[src/rtl/pin_noise_filter.sv]
module pin_noise_filter #(
  parameter int DIV_A       = 64,
  parameter int DIV_B       = 128,
  parameter int DIV_C       = 256,
  parameter int SYNC_STAGES = 2
) (
  input  logic       clk,
  input  logic       rst_n,
  input  logic       pin_i,
  input  logic [1:0] rate_sel,
  input  logic [1:0] edge_sel,
  output logic       level_o,
  output logic       rise_o,
  output logic       fall_o,
  output logic       irq_o
);
  localparam int CNT_W = $clog2(DIV_C);

  logic [SYNC_STAGES-1:0] sync_q;
  logic [CNT_W-1:0]       cnt_q, lim;
  logic [1:0]             rate_q, hist_q;
  logic                   level_q, rise_q, fall_q, irq_q;

  always_ff @(posedge clk or negedge rst_n)
    if (!rst_n) sync_q <= '0;
    else        sync_q <= {sync_q[SYNC_STAGES-2:0], pin_i};

  wire pin_s = sync_q[SYNC_STAGES-1];

  always_comb
    case (rate_sel)
      2'd1:    lim = CNT_W'(DIV_A - 1);
      2'd2:    lim = CNT_W'(DIV_B - 1);
      2'd3:    lim = CNT_W'(DIV_C - 1);
      default: lim = '0;
    endcase

  wire restart = rate_q != rate_sel;
  wire strobe  = !restart && (cnt_q == lim);
  wire agree   = strobe && pin_s == hist_q[0] && pin_s == hist_q[1] && pin_s != level_q;

  always_ff @(posedge clk or negedge rst_n)
    if (!rst_n) begin
      rate_q <= 2'd0;
      cnt_q  <= '0;
    end else begin
      rate_q <= rate_sel;
      cnt_q  <= (restart || cnt_q == lim) ? '0 : cnt_q + CNT_W'(1);
    end

  always_ff @(posedge clk or negedge rst_n)
    if (!rst_n) begin
      hist_q  <= 2'b00;
      level_q <= 1'b0;
      rise_q  <= 1'b0;
      fall_q  <= 1'b0;
      irq_q   <= 1'b0;
    end else begin
      if (strobe) hist_q <= {hist_q[0], pin_s};
      if (agree)  level_q <= pin_s;
      rise_q <= agree && pin_s;
      fall_q <= agree && !pin_s;
      irq_q  <= agree && (pin_s ? edge_sel[0] : edge_sel[1]);
    end

  assign level_o = level_q;
  assign rise_o  = rise_q;
  assign fall_o  = fall_q;
  assign irq_o   = irq_q;

  p_level_on_strobe_r2: assert property (@(posedge clk) disable iff (!rst_n)
    (level_q != $past(level_q)) |-> $past(strobe));

  p_hist_hold_r2: assert property (@(posedge clk) disable iff (!rst_n)
    !strobe |=> $stable(hist_q));

  p_rise_width_r6: assert property (@(posedge clk) disable iff (!rst_n)
    rise_q |=> !rise_q);

  p_rise_tracks_r6: assert property (@(posedge clk) disable iff (!rst_n)
    rise_q |-> (level_q && !$past(level_q)));

  p_fall_tracks_r6: assert property (@(posedge clk) disable iff (!rst_n)
    fall_q |-> (!level_q && $past(level_q)));

  p_irq_select_r7: assert property (@(posedge clk) disable iff (!rst_n)
    irq_q |-> ((rise_q && $past(edge_sel[0])) || (fall_q && $past(edge_sel[1]))));

  p_restart_count_r5: assert property (@(posedge clk) disable iff (!rst_n)
    (rate_sel != rate_q) |=> (cnt_q == '0));
endmodule

[config.mk]
export PLATFORM = sky130hd
export DESIGN_NAME = pin_noise_filter
export DESIGN_NICKNAME = d
export VERILOG_FILES = /design/src/rtl/pin_noise_filter.sv
export SDC_FILE = /design/constraint.sdc
export NUM_CORES = 1
export LEC_CHECK = 0
export CAP_MARGIN = 10
export CORE_UTILIZATION = 35
export CTS_CLUSTER_DIAMETER = 80
export DETAILED_ROUTE_END_ITERATION = 10
export PLACE_DENSITY = 0.56
export SKIP_CTS_REPAIR_TIMING = 1
export SLEW_MARGIN = 10
export SYNTH_ARGS = -nofsm -noshare
export SYNTH_HDL_FRONTEND = slang
export SYNTH_SLANG_ARGS = --single-unit
[constraint.sdc]
create_clock -name clk -period 2.5 [get_ports clk]
set_clock_uncertainty 0.2 [all_clocks]
set_input_delay 0.5 -clock clk [delete_from_list [all_inputs] [get_ports clk]]
set_output_delay 0.5 -clock clk [all_outputs]
set_load 0.005 [all_outputs]
==> results.toml <==
[pwr]
ir_drop_mv = 0.310
power_switching_share = 0.238
p_per_area_nw_per_um2 = 532
p_comb_frac = 0.104
cellLeakagePower_uw = 0.000447
clkPwrFrac = 0.324
p_int_uw = 419
switching_power_uw = 131
seqPwrFrac = 0.572

[floorplan]
die_h_um = 51.0
start_util = 0.376
die-area_um2 = 2600
ios = 11
die_w_um = 51.0
num_rows = 17
core-area_um2 = 2230

[logic_synthesis]
synth_warnings = 0
syn_nets = 76
synthCells = 68
ys_ff_latch = 18
seq_area_frac_synth = 0.537
postSynthAreaPerCell_um2 = 12.3
synth_area_um2 = 840
synth.distinct_cells = 26

[worst_setup_path]
path_delay_family = "simple AND/OR/NAND/NOR gates"
max_stage_delay_ps = 500
regToRegSetupSlack_ps = 640
crit_chain = "clkdlybuf4s50_1 -> nor2_1 -> mux2_2 -> o21a_1 -> nor4_1"
crit_buf_inv = 1
end_kind = "register"
critical_path_required_ps = 2480
path_max_fanout = 6
criticalPathCategory = "input pin to register"
startpoint = "rate_sel[0]"
r2r-end = "level_o"
r2r_cells = 4
startpoint_type = "input pin"
cpMaxStageDelayCell = "clkdlybuf4s50_1"
cp.arrival_ps = 2090
r2r-start = "sync_q[1]"

[clock_tree]
clkSlewWorstSetupHoldPaths_ps = 100
numCtsBuffers = 3
htreeDepth = 1
cts_tree = "built"
clock_latency_ps = 290
clock_sinks = 18
cts_root_buf = "clkbuf_4"
clk_path_buf_depth = 2

[grt]
grt_max_degree = 19
antenna_found_initial = 0
grt_pass1_wl_um = 2730
overflow = 0
grt_usage = 0.144
grt_pass1_vias = 602

[route]
vias = 574
firstDrtPassIters = 3
drc_errors = 0
wl_um = 1520
drtIter0Drc = 7
detail-route-antenna-nets = 0
wl_per_cell_um = 13.5
via_per_inst = 5.08

[worst_hold_path]
holdPathStages = 0
hold_end = "sync_q[1]"
hold_path_class = "register to register"
min_from = "sync_q[0]"

[run_status]
outcome = "completed"

[placed_design]
dp_slack_ps = 73.8
routabilityCongestion = 0.710
dp_hpwl_um = 1070
dp.cells = 109
io_buffers = 10

[layout]
regArea_um2 = 450
diodes = 0
areaGrowthSynthToFinish_pct = 23.4
fill_cells = 222
instances_no_fill = 113
nets = 94
drive_gt1_frac = 0.165
final_core_util = 0.464
multi_input_area_um2 = 380

[timing]
rsz0062_at_grt = "false"
finalSetupTns_ps = 0
finalMaxSlewViolations = 0
period_needed_ps = 2100
fin_crit_sh = 0.842
fin_hold_ws_ps = 159
fin_ws_ps = 395
hold_violations = 0
tightest_slew_ps = 296
fmax_ghz = 0.475
max_slew_margin = 0.802
setup_violations = 0

[flow_run]
max_cap_viol_count = 0
power by group through the flow:
stage | Sequential, uW | Clock [uW] | Combinational (uW)
floorplan | 317 | 0 | 27.8
global placement | 319 | 0 | 57.0
detailed placement | 320 | 0 | 57.7
CTS | 315 | 188 | 57.8
global route | 317 | 196 | 64.9
finish | 315 | 178 | 57.3
stage by stage:
| stage | cell area (um^2) | power [uW] |
|---|---|---|
| 3_3_place_gp | 1000 | 377 |
| 2_1_floorplan | 840 | 345 |
| 3_5_place_dp | 1000 | 378 |
| 4_1_cts | 1040 | 560 |
| 6_report | 1040 | 551 |
| 5_1_grt | 1040 | 578 |
metal layers:
metal,wire (um),track usage,share of wire
met5,0,0,0
met4,13,0.0833,0.0085
met3,60,0.0417,0.039
met2,703,0.213,0.46
met1,746,0.186,0.49
synth_stat cells:
master | n | area (um^2)
nand2_1 | 4 | 15.0
mux2i_1 | 1 | 10.0
ha_1 | 1 | 12.5
xor2_1 | 7 | 61.3
nand4b_1 | 2 | 17.5
nand3_1 | 2 | 10.0
nor4_1 | 6 | 37.5
o211ai_1 | 1 | 7.51
mux2_2 | 1 | 11.3
mux2_4 | 1 | 15.0
o21a_1 | 1 | 7.51
mux2_1 | 2 | 22.5
nor2_1 | 6 | 22.5
o2111ai_2 | 1 | 15.0
or2_1 | 1 | 6.26
nor2_2 | 1 | 6.26
nand4_1 | 2 | 12.5
or4b_1 | 1 | 10.0
nor3_1 | 2 | 10.0
nor4b_4 | 1 | 23.8
o22ai_4 | 1 | 20.0
xnor2_1 | 2 | 17.5
and4_1 | 1 | 8.76
dfrtp_1 | 18 | 450
buf_2 | 1 | 5.00
inv_1 | 1 | 3.75
flip-flops by register name, summed over array words and instances, names as in the netlist:
signal / cells
rate_q: 2
rise_o: 1
level_o: 1
sync_q: 2
irq_o: 1
cnt_q: 8
fall_o: 1
hist_q: 2
layout by cell type (no fill, tap or decap):
cell and instances:
mux2i_1 1, and4_1 1, o21a_1 1, clkdlybuf4s50_1 10, nor4b_4 1, xor2_1 7, nand4b_1 2, nand4_1 2
or4b_1 1, nor2_1 6, dfrtp_1 18, mux2_2 1, nand3_1 2, nor2_2 1, nor3_1 2, nor4_1 6
o22ai_4 1, o2111ai_2 1, nand2_1 4, o211ai_1 1, mux2_1 2, clkbuf_4 3, clkbuf_8 1, inv_1 1
mux2_4 1, ha_1 1, or2_1 1, xnor2_1 2, buf_4 4
layout make-up:
class,count,share of cell area
multi-input cells,48,0.367
flip-flops and latches,18,0.435
well taps,28,0.0338
inverters,1,0.00362
repair buffers,14,0.126
clock buffers,4,0.0350
worst register-to-register path, cell delays in order (launching register included):
cell and delay, ps:
dfrtp_1 480, or4b_1 530, nand2_1 90, o2111ai_2 130, mux2_4 320
cells by family (layout without fill, tap and decap cells):
| family | Yosys count | after routing | share of synthesized area |
|---|---|---|---|
| buffers and inverters | 2 | 19 | 0.0104 |
| adders and majority gates | 1 | 1 | 0.0149 |
| muxes | 5 | 5 | 0.0700 |
| DFF | 18 | 18 | 0.537 |
| xor gates and xnor gates | 9 | 9 | 0.0939 |
| and+or+nand+nor | 29 | 29 | 0.215 |
| AOI/OAI and AO/OA | 4 | 4 | 0.0596 |
worst max path at each step:
| stage | cells after the start | to | slack [ps] |
|---|---|---|---|
| after global placement | 5 | hist_q[0] | 130 |
| after CTS | 5 | cnt_q[0] | 390 |
| after detailed placement | 5 | cnt_q[0] | 70 |
| final | 5 | cnt_q[0] | 400 |
| after global routing | 5 | hist_q[1] | 290 |
| after floorplan | 4 | hist_q[0] | 710 |
No activity file was read; power rests on OpenSTA's default activity.
